**src/rtl/opm_pkg.sv**
```systemverilog
package opm_pkg;

   localparam int MODE_W = 3;

   typedef enum logic [MODE_W-1:0] {
      OPM_TOTAL = 3'd0,
      OPM_CORE  = 3'd1,
      OPM_RUN   = 3'd2,
      OPM_DEBUG = 3'd3,
      OPM_WAIT  = 3'd4,
      OPM_STOP  = 3'd5
   } opm_mode_e;

   typedef struct packed {
      logic wdt_off_wait;
      logic wdt_off_stop;
      logic can_off_stop;
      logic pwm_off_dbg;
      logic pwm_off_wait;
   } opm_cfg_t;

   typedef struct packed {
      logic core_rst;
      logic per_rst;
      logic core_clk;
      logic mem_clk;
      logic per_clk;
      logic wdt;
      logic can;
      logic pll;
      logic pwm;
   } opm_out_t;

   localparam int OUT_W = $bits(opm_out_t);

   localparam opm_out_t OUT_RST_VAL = '{core_rst: 1'b1, per_rst: 1'b1,
                                        core_clk: 1'b1, mem_clk: 1'b1,
                                        per_clk: 1'b1, wdt: 1'b0,
                                        can: 1'b0, pll: 1'b1, pwm: 1'b0};

endpackage

```
**src/rtl/opm_seq.sv**
```systemverilog
module opm_seq
   import opm_pkg::*;
#(
   parameter int TR_CYCLES = 8
) (
   input  logic      clk,
   input  logic      por_n,
   input  logic      rst_req,
   input  logic      flash_done,
   input  logic      dbg_req,
   input  logic      wait_req,
   input  logic      stop_req,
   input  logic      can_wake,
   input  logic      irq_any,
   output opm_mode_e mode_q,
   output opm_mode_e mode_d
);

   localparam int CNT_W = $clog2(TR_CYCLES + 1);
   localparam logic [CNT_W-1:0] CNT_LAST = CNT_W'(TR_CYCLES - 1);

   logic [CNT_W-1:0] cnt_q;
   logic [CNT_W-1:0] cnt_d;

   always_comb begin
      mode_d = mode_q;
      cnt_d  = cnt_q;
      if (rst_req) begin
         mode_d = OPM_TOTAL;
         cnt_d  = '0;
      end else begin
         unique case (mode_q)
            OPM_TOTAL: begin
               if (cnt_q == CNT_LAST) begin
                  mode_d = OPM_CORE;
                  cnt_d  = '0;
               end else begin
                  cnt_d = cnt_q + 1'b1;
               end
            end
            OPM_CORE: begin
               if (flash_done) mode_d = OPM_RUN;
            end
            OPM_RUN: begin
               if (dbg_req)       mode_d = OPM_DEBUG;
               else if (stop_req) mode_d = OPM_STOP;
               else if (wait_req) mode_d = OPM_WAIT;
            end
            OPM_DEBUG: begin
               if (!dbg_req) mode_d = OPM_RUN;
            end
            OPM_WAIT: begin
               if (dbg_req)      mode_d = OPM_DEBUG;
               else if (irq_any) mode_d = OPM_RUN;
            end
            OPM_STOP: begin
               if (can_wake || irq_any) mode_d = OPM_RUN;
            end
            default: begin
               mode_d = OPM_TOTAL;
               cnt_d  = '0;
            end
         endcase
      end
   end

   always_ff @(posedge clk or negedge por_n) begin
      if (!por_n) begin
         mode_q <= OPM_TOTAL;
         cnt_q  <= '0;
      end else begin
         mode_q <= mode_d;
         cnt_q  <= cnt_d;
      end
   end

endmodule

```
**src/rtl/opm_decode.sv**
```systemverilog
module opm_decode
   import opm_pkg::*;
(
   input  opm_mode_e mode_d,
   input  opm_cfg_t  cfg,
   input  logic      pll_sw_en,
   output opm_out_t  out_d
);

   always_comb begin
      out_d     = '{core_rst: 1'b0, per_rst: 1'b0, core_clk: 1'b1,
                    mem_clk: 1'b1, per_clk: 1'b1, wdt: 1'b1,
                    can: 1'b1, pll: 1'b1, pwm: 1'b1};
      out_d.pll = pll_sw_en;
      unique case (mode_d)
         OPM_TOTAL: begin
            out_d.core_rst = 1'b1;
            out_d.per_rst  = 1'b1;
            out_d.wdt      = 1'b0;
            out_d.can      = 1'b0;
            out_d.pwm      = 1'b0;
         end
         OPM_CORE: begin
            out_d.core_rst = 1'b1;
         end
         OPM_RUN: begin
         end
         OPM_DEBUG: begin
            out_d.wdt = 1'b0;
            out_d.pwm = !cfg.pwm_off_dbg;
         end
         OPM_WAIT: begin
            out_d.core_clk = 1'b0;
            out_d.mem_clk  = 1'b0;
            out_d.wdt      = !cfg.wdt_off_wait;
            out_d.pwm      = !cfg.pwm_off_wait;
         end
         OPM_STOP: begin
            out_d.core_clk = 1'b0;
            out_d.mem_clk  = 1'b0;
            out_d.per_clk  = 1'b0;
            out_d.pwm      = 1'b0;
            out_d.wdt      = !cfg.wdt_off_stop;
            out_d.can      = !cfg.can_off_stop;
         end
         default: begin
            out_d.core_rst = 1'b1;
            out_d.per_rst  = 1'b1;
         end
      endcase
   end

endmodule

```
**src/rtl/opm_outreg.sv**
```systemverilog
module opm_outreg #(
   parameter int           W       = 9,
   parameter logic [W-1:0] RST_VAL = '0
) (
   input  logic         clk,
   input  logic         por_n,
   input  logic [W-1:0] d,
   output logic [W-1:0] q
);

   for (genvar i = 0; i < W; i++) begin : g_bit
      if (RST_VAL[i]) begin : g_set
         always_ff @(posedge clk or negedge por_n) begin
            if (!por_n) q[i] <= 1'b1;
            else        q[i] <= d[i];
         end
      end else begin : g_clr
         always_ff @(posedge clk or negedge por_n) begin
            if (!por_n) q[i] <= 1'b0;
            else        q[i] <= d[i];
         end
      end
   end

endmodule

```
**src/rtl/opmode_clkrst_ctrl.sv**
```systemverilog
module opmode_clkrst_ctrl
   import opm_pkg::*;
#(
   parameter int TR_CYCLES = 8
) (
   input  logic              clk,
   input  logic              por_n,
   input  logic              rst_req,
   input  logic              flash_done,
   input  logic              dbg_req,
   input  logic              wait_req,
   input  logic              stop_req,
   input  logic              can_wake,
   input  logic              irq_any,
   input  logic              cfg_wdt_off_wait,
   input  logic              cfg_wdt_off_stop,
   input  logic              cfg_can_off_stop,
   input  logic              cfg_pwm_off_dbg,
   input  logic              cfg_pwm_off_wait,
   input  logic              pll_sw_en,
   output logic [MODE_W-1:0] mode,
   output logic              core_rst,
   output logic              per_rst,
   output logic              core_clk_en,
   output logic              mem_clk_en,
   output logic              per_clk_en,
   output logic              wdt_en,
   output logic              can_en,
   output logic              pll_en,
   output logic              pwm_en
);

   if (TR_CYCLES < 1) begin : g_bad_tr
      $error("TR_CYCLES must be at least 1");
   end

   opm_mode_e mode_q;
   opm_mode_e mode_d;
   opm_cfg_t  cfg;
   opm_out_t  out_d;
   opm_out_t  out_q;

   assign cfg = '{wdt_off_wait: cfg_wdt_off_wait, wdt_off_stop: cfg_wdt_off_stop,
                  can_off_stop: cfg_can_off_stop, pwm_off_dbg: cfg_pwm_off_dbg,
                  pwm_off_wait: cfg_pwm_off_wait};

   opm_seq #(.TR_CYCLES(TR_CYCLES)) u_seq (
      .clk        (clk),
      .por_n      (por_n),
      .rst_req    (rst_req),
      .flash_done (flash_done),
      .dbg_req    (dbg_req),
      .wait_req   (wait_req),
      .stop_req   (stop_req),
      .can_wake   (can_wake),
      .irq_any    (irq_any),
      .mode_q     (mode_q),
      .mode_d     (mode_d)
   );

   opm_decode u_dec (
      .mode_d    (mode_d),
      .cfg       (cfg),
      .pll_sw_en (pll_sw_en),
      .out_d     (out_d)
   );

   opm_outreg #(.W(OUT_W), .RST_VAL(OUT_RST_VAL)) u_oreg (
      .clk   (clk),
      .por_n (por_n),
      .d     (out_d),
      .q     (out_q)
   );

   assign mode        = mode_q;
   assign core_rst    = out_q.core_rst;
   assign per_rst     = out_q.per_rst;
   assign core_clk_en = out_q.core_clk;
   assign mem_clk_en  = out_q.mem_clk;
   assign per_clk_en  = out_q.per_clk;
   assign wdt_en      = out_q.wdt;
   assign can_en      = out_q.can;
   assign pll_en      = out_q.pll;
   assign pwm_en      = out_q.pwm;

endmodule

```
**config.mk**
```make
export PLATFORM = sky130hd
export DESIGN_NAME = opmode_clkrst_ctrl
export DESIGN_NICKNAME = d
export VERILOG_FILES = /design/src/rtl/opm_pkg.sv /design/src/rtl/opm_seq.sv /design/src/rtl/opm_decode.sv /design/src/rtl/opm_outreg.sv /design/src/rtl/opmode_clkrst_ctrl.sv
export SDC_FILE = /design/constraint.sdc
export NUM_CORES = 1
export LEC_CHECK = 0
export CORE_UTILIZATION = 48
export CTS_CLUSTER_SIZE = 12
export DETAILED_ROUTE_END_ITERATION = 7
export PLACE_DENSITY_LB_ADDON = 0.08
export SYNTH_ARGS = -nofsm -noshare
export SYNTH_HDL_FRONTEND = slang
export SYNTH_SLANG_ARGS = --single-unit
```
**constraint.sdc**
```tcl
create_clock -name clk -period 6 [get_ports clk]
set_input_delay 1.8 -clock clk [delete_from_list [all_inputs] [get_ports clk]]
set_output_delay 1.8 -clock clk [all_outputs]
set_load 0.02 [all_outputs]
```
==> summary.md, run 1 <==
| Metric | Value |
|---|---|
| Crit path largest cell delay | `550 ps` |
| Top-Level Pins | `27` |
| Tcrit/Tclk final | `60.8%` |
| Layout Nets | `125` |
| Synth cell types | `38` |
| Setup crit start | `irq_any` |
| CP Capture Type | `flop` |
| Clk pwr share | `30.0%` |
| CTS tree | `built` |
| Total vias in the final route | `734` |
| DR WL/cell | `14.4 µm` |
| Cells after DPL | `119` |
| Peak VDD IR | `0.0690 mV` |
| Antenna-violating nets left | `0` |
| Critical-path top delay cell | `or4b_1` |
| Gr ovfl total | `0` |
| Maximum clock rate | `274 MHz` |
| Register area share after synthesis | `45.3%` |
| GP Congestion | `0.883` |
| Setup bufs post-CTS | `0` |
| Die width | `43.9 µm` |
| Cells after Synth | `81` |
| Vias/cell | `5.97` |
| Crit start category | `input port` |
| Buf+Inv Stages, Crit Path | `1` |
| Unrepaired setup endpoints after global routing | `false` |
| Worst-path cell chain | `clkdlybuf4s50_1, nor3b_1, or4b_1, nand3_1, nand2_1, ha_1, a31oi_1, mux2i_1, a21oi_1` |
| First-pass detailed-route iteration total | `8` |
| Port Buffer Count | `26` |
| Initial antenna violation count | `0` |
| First-pass GRT wire length | `3000 µm` |
| Starting density of the core | `53.4%` |
| Site row count | `14` |
| Mapped cell area | `842 µm²` |
| Kind of cell adding the most delay to the critical path | `simple AND/OR/NAND/NOR gates` |
| Switching fraction of total power | `22.6%` |
| Critical Path Stages | `9` |
| Hold/Removal Path Class | `reg -> reg` |
| Flop pwr share | `57.4%` |
| Max clock buf depth | `2` |
| M3 GR Usage | `1.25%` |
| Slew Limit Fails | `0` |
| Gr busiest metal | `met2` |
| GR Layer Usage met1 | `25.7%` |
| DRC viols | `1` |
| Largest net degree at the start of global routing | `16` |
| Worst-path clk slew | `80 ps` |
| Fillcell total | `125` |
| Post-layout minimum cycle time | `3650 ps` |
| Vias in the first global route | `693` |
| # setup viols final | `0` |
| P_sw | `0.0418 mW` |
| Status | `finished, violations left` |
| Slew @ Worst Pin | `609 ps` |
| Max-cap violation count | `0` |
| Register-to-Register Path Depth | `8` |
| Met2 Track Usage GR | `37.3%` |
| Synth warn | `0` |
| Clock root buffer | `clkbuf_4` |
| Clock Skew | `6.25 ps` |
| Final hold violations | `0` |
| Failing checks | `DRC` |
| Die area | `1930 µm²` |
| Critical Path End | `u_oreg.q[3]` |
| CTS buffer count | `3` |
| WP data required | `6190 ps` |
| FF-to-FF End | `u_oreg.q[3]` |
| Worst Path Max Fanout | `4` |
| Placeable Area | `1580 µm²` |
| Antenna cells | `0` |
| Hold buffer count at cts | `0` |
| Finished Layout Cells | `123` |
| Syn nets | `98` |
| Hpwl dp | `1370 µm` |
| Layout cells sized above 1 | `11.2%` |
| Die Ht | `43.9 µm` |
| Power Total | `0.185 mW` |
| Clk sinks | `15` |
| Slew Limit Headroom | `59.3%` |
| P_int | `0.143 mW` |
| Setup slack, reg-to-reg | `3750 ps` |
| H-tree depth | `1` |
| PostCTS Resize Cnt | `0` |
| Worst skew pair latency | `280 ps` |
| Static Leak | `0.478 nW` |
| WHS | `495 ps` |
| Pwr Density | `166 nW/µm²` |
| Gate power share | `12.6%` |
| Seq cells post-synth | `15` |
| Total GRT Usage | `21.3%` |
| Fin Setup TNS | `0 ps` |
| Area Growth Syn to Fin | `32.4%` |
| Post-placement setup slack | `2100 ps` |
| WS Path Type | `in -> reg` |
| DRT Wirelength | `1770 µm` |
| Critical Path AT | `3840 ps` |
| RR Startpoint | `u_seq.mode_q[2]` |
| Setup ws final | `2350 ps` |
| Syn avg cell area | `10.4 µm²` |
| Starting DRT DRC Count | `15` |
## synth_stat cells
library cell / instances / share of area (%)
dfrtp_1: 10 / 30
nand2_1: 6 / 2.7
a21oi_1: 5 / 3.0
dfstp_2: 5 / 16
nor2_1: 4 / 1.8
o31ai_1: 4 / 3.6
a31oi_1: 3 / 2.2
buf_4: 3 / 2.7
inv_1: 3 / 1.3
nand3_1: 3 / 1.8
o21ai_0: 3 / 1.8
a211oi_1: 2 / 1.8
and2_1: 2 / 1.5
and3_1: 2 / 1.5
ha_1: 2 / 3.0
or4b_1: 2 / 2.4
a21o_1: 1 / 0.89
a21oi_4: 1 / 1.9
a22o_1: 1 / 1.0
a32oi_1: 1 / 1.0
and3b_1: 1 / 1.0
buf_6: 1 / 1.3
mux2i_1: 1 / 1.2
nand2b_1: 1 / 0.74
nand3b_1: 1 / 0.89
nand4bb_1: 1 / 1.3
nor2b_1: 1 / 0.74
nor2b_4: 1 / 1.6
nor3_1: 1 / 0.59
nor3b_1: 1 / 0.89
nor4_1: 1 / 0.74
o211ai_1: 1 / 0.89
o21a_1: 1 / 0.89
o31ai_2: 1 / 1.5
o41ai_1: 1 / 1.0
or3_1: 1 / 0.74
or3b_1: 1 / 1.0
or4b_4: 1 / 1.6
## state kept, by name, summed over array words and instances (netlist names)
signal / flops
u_oreg.q: 8
u_seq.cnt_q: 4
u_seq.mode_q: 3
## worst reg2reg max path, stage by stage (launching register included)
cell,delay (ps)
dfrtp_1,520
nor3b_1,200
or4b_1,550
nand3_1,200
nand2_1,100
ha_1,220
a31oi_1,130
mux2i_1,90
a21oi_1,160
## layer usage
metal | share of wire, % | vias up
met3 | 3.5 | 6
met4 | 2.9 | 0
met2 | 51 | 27
met5 | 0 | -
met1 | 42 | 349
li1 | - | 352
## worst min-delay path by stage
stage | from | to | slack (ps) | depth (start not counted)
after detailed placement | u_seq.cnt_q[3] | u_seq.cnt_q[3] | 470 | 1
after floorplan | u_seq.cnt_q[3] | u_seq.cnt_q[3] | 440 | 1
after global placement | u_seq.cnt_q[3] | u_seq.cnt_q[3] | 460 | 1
after global routing | u_seq.cnt_q[3] | u_seq.cnt_q[3] | 550 | 1
after CTS | u_seq.cnt_q[3] | u_seq.cnt_q[3] | 490 | 1
final | u_seq.cnt_q[3] | u_seq.cnt_q[3] | 500 | 1
## cells in the final DEF (no fill, tap or decap), types with 2 or more instances in the layout
| master | count |
|---|---|
| a211oi_1 | 2 |
| o31ai_1 | 4 |
| dfstp_2 | 5 |
| or4b_1 | 2 |
| dfrtp_1 | 10 |
| a21oi_1 | 5 |
| nor2_1 | 4 |
| nand3_1 | 3 |
| clkbuf_4 | 3 |
| clkdlybuf4s50_1 | 26 |
| o21ai_0 | 3 |
| ha_1 | 2 |
| a31oi_1 | 3 |
| and2_1 | 2 |
| and3_1 | 2 |
| inv_1 | 3 |
| nand2_1 | 6 |
## power groups by stage
| stage | clock network, mW | registers, mW | logic (mW) |
|---|---|---|---|
| 2_1_floorplan | 0 | 0.108 | 0.00732 |
| 3_3_place_gp | 0 | 0.108 | 0.0228 |
| 3_5_place_dp | 0 | 0.108 | 0.0234 |
| 4_1_cts | 0.0574 | 0.106 | 0.0235 |
| 5_1_grt | 0.0611 | 0.107 | 0.0261 |
| 6_report | 0.0554 | 0.106 | 0.0233 |
## kinds of logic after synthesis
family	share of synthesized area [%]
compound gates	21.5
fa+ha+maj	2.97
buf+inv	5.35
flops	45.3
mux	1.19
simple gates	23.6
## final cells by class
class / count / area (µm²) / area share, %
Clock buffer: 4 / 26.3 / 2.36
Inverter: 3 / 11.3 / 1.01
Multi-Input combinational cell: 59 / 415 / 37.3
Sequential cell: 15 / 382 / 34.2
Tap cell: 16 / 20.0 / 1.80
Timing Repair Buffer: 26 / 260 / 23.3
## metrics by stage
step	area [µm²]	utilization [%]
floorplan	842	-
global placement	1090	69.0
detailed placement	1090	69.0
CTS	1110	70.7
global route	1110	70.7
finish	1110	70.7
No activity file was read; power rests on OpenSTA's default activity.
==> run 2, diff against run 1 <==
CORE_UTILIZATION = 44   (was 48)
clock period = 3.6 ns   (was 6 ns; I/O delays follow)
==> run 2 against run 1 <==
The run now ends clean. Sequential cell count stayed put. Final cell count is 7.3% higher. Clock skew is 5.4 ps lower. Critical endpoint unchanged. Largest power group unchanged.
==> summary.md, run 2 (synthesis results as in run 1) <==
| Metric | Value |
|---|---|
| M3 GR Usage | `5.16%` |
| Gr ovfl total | `0` |
| PostCTS Resize Cnt | `0` |
| Met2 Track Usage GR | `32.9%` |
| Post-layout minimum cycle time | `2990 ps` |
| Site row count | `15` |
| Slew Limit Headroom | `56.5%` |
| Initial antenna violation count | `0` |
| Worst Path Max Fanout | `4` |
| Clk sinks | `15` |
| Layout Nets | `125` |
| WS Path Type | `in -> reg` |
| Gr busiest metal | `met2` |
| Max-cap violation count | `0` |
| Area Growth Syn to Fin | `33.9%` |
| Starting density of the core | `47.7%` |
| First-pass GRT wire length | `2950 µm` |
| WP data required | `3810 ps` |
| Register area | `382 µm²` |
| Layout cells sized above 1 | `12.1%` |
| Worst skew pair latency | `290 ps` |
| Status | `complete, no violations` |
| Worst-path cell chain | `clkdlybuf4s50_1, nor3b_1, or4b_1, nand3_1, nand2_1, ha_1, a31oi_1, mux2i_1, a21oi_1` |
| GR Layer Usage met1 | `25.3%` |
| Maximum clock rate | `335 MHz` |
| Slew Limit Fails | `0` |
| Buf+Inv Stages, Crit Path | `1` |
| Largest regs | `u_oreg.q (8), u_seq.cnt_q (4), u_seq.mode_q (3)` |
| Total vias in the final route | `729` |
| Vias/cell | `5.52` |
| Hpwl dp | `1320 µm` |
| Pwr Density | `279 nW/µm²` |
| Most frequent cells in the layout | `clkdlybuf4s50_1, dfrtp_1, nand2_1` |
| Die width | `45.7 µm` |
| Die area | `2090 µm²` |
| Top reg by flops | `u_oreg.q` |
| Slew @ Worst Pin | `651 ps` |
| Setup crit start | `irq_any` |
| Setup bufs post-CTS | `0` |
| Min-delay src | `u_seq.cnt_q[3]` |
| Fillcell total | `167` |
| Peak VDD IR | `0.163 mV` |
| DR WL/cell | `13.2 µm` |
| Tcrit/Tclk final | `83.0%` |
| Largest net degree at the start of global routing | `16` |
| CTS tree | `built` |
| Placeable Area | `1760 µm²` |
| Crit start category | `input port` |
| Unrepaired setup endpoints after global routing | `false` |
| Clock root buffer | `clkbuf_4` |
| DRT Wirelength | `1740 µm` |
| WHS | `502 ps` |
| CP Capture Type | `flop` |
| # setup viols final | `0` |
| Post-placement setup slack | `313 ps` |
| Antenna cells | `0` |
| Kind of cell adding the most delay to the critical path | `simple AND/OR/NAND/NOR gates` |
| Worst-path clk slew | `90 ps` |
| Clock Skew | `0.800 ps` |
| CTS buffer count | `3` |
| Hold buffer count at cts | `0` |
| Vias in the first global route | `658` |
| H-tree depth | `1` |
| Antenna-violating nets left | `0` |
| Fin Setup TNS | `0 ps` |
| Max clock buf depth | `2` |
| Max reg flops | `8` |
| First-pass detailed-route iteration total | `4` |
| Static Leak | `0.480 nW` |
| Crit path largest cell delay | `560 ps` |
| Final hold violations | `0` |
| RR Startpoint | `u_seq.mode_q[2]` |
| DRC viols | `0` |
| Top-Level Pins | `27` |
| Hold/Removal Path Class | `reg -> reg` |
| Port Buffer Count | `26` |
| Critical-path top delay cell | `or4b_1` |
| GP Congestion | `0.867` |
| Most common cell after layout, fill and taps aside | `clkdlybuf4s50_1` |
| Total GRT Usage | `20.2%` |
| Setup ws final | `613 ps` |
| Multi-input logic area | `415 µm²` |
| Die Ht | `45.7 µm` |
| Power Total | `0.315 mW` |
| Critical Path AT | `3200 ps` |
| Starting DRT DRC Count | `11` |
==> run 2: final timing paths <==
kind / end / slack [ps] / depth (start not counted)
max in group asynchronous: u_oreg.q[0] / 2010 / 1
hold reg to reg: u_seq.cnt_q[3] / 500 / 1
hold / removal: u_seq.cnt_q[3] / 500 / 1
setup reg to reg: u_oreg.q[3] / 1260 / 8
setup / recovery: u_oreg.q[3] / 610 / 9
min in group asynchronous: u_seq.cnt_q[1] / 1180 / 1
==> run 2: where the power goes <==
part           total, mW  switching, mW  internal [mW]
clock network     0.0993         0.0580         0.0413
logic             0.0389         0.0169         0.0220
registers          0.177        0.00327          0.173
==> run 2: area by class of cell <==
class | count | share of cell area, %
flip-flops and latches | 15 | 33.9
clock inverters | 1 | 0.444
well taps | 25 | 2.77
clock buffers | 3 | 2.00
repair buffers | 26 | 23.1
inverters | 3 | 0.999
multi-input cells | 59 | 36.8
==> run 2: routing by layer <==
layer / wire length, µm / share of wire (%) / vias to the layer above
li1: - / - / 356
met1: 780 / 45 / 335
met2: 835 / 48 / 34
met3: 97 / 5.6 / 4
met4: 25 / 1.4 / 0
met5: 0 / 0 / -
==> run 2: per-stage QoR <==
| stage | area (µm²) | util, % | cells |
|---|---|---|---|
| after global placement | 1100 | 62.3 | 128 |
| after detailed placement | 1100 | 62.3 | 128 |
| final | 1130 | 63.9 | 132 |
| after CTS | 1130 | 63.9 | 132 |
| after global routing | 1130 | 63.9 | 132 |
| after floorplan | 842 | - | 81 |
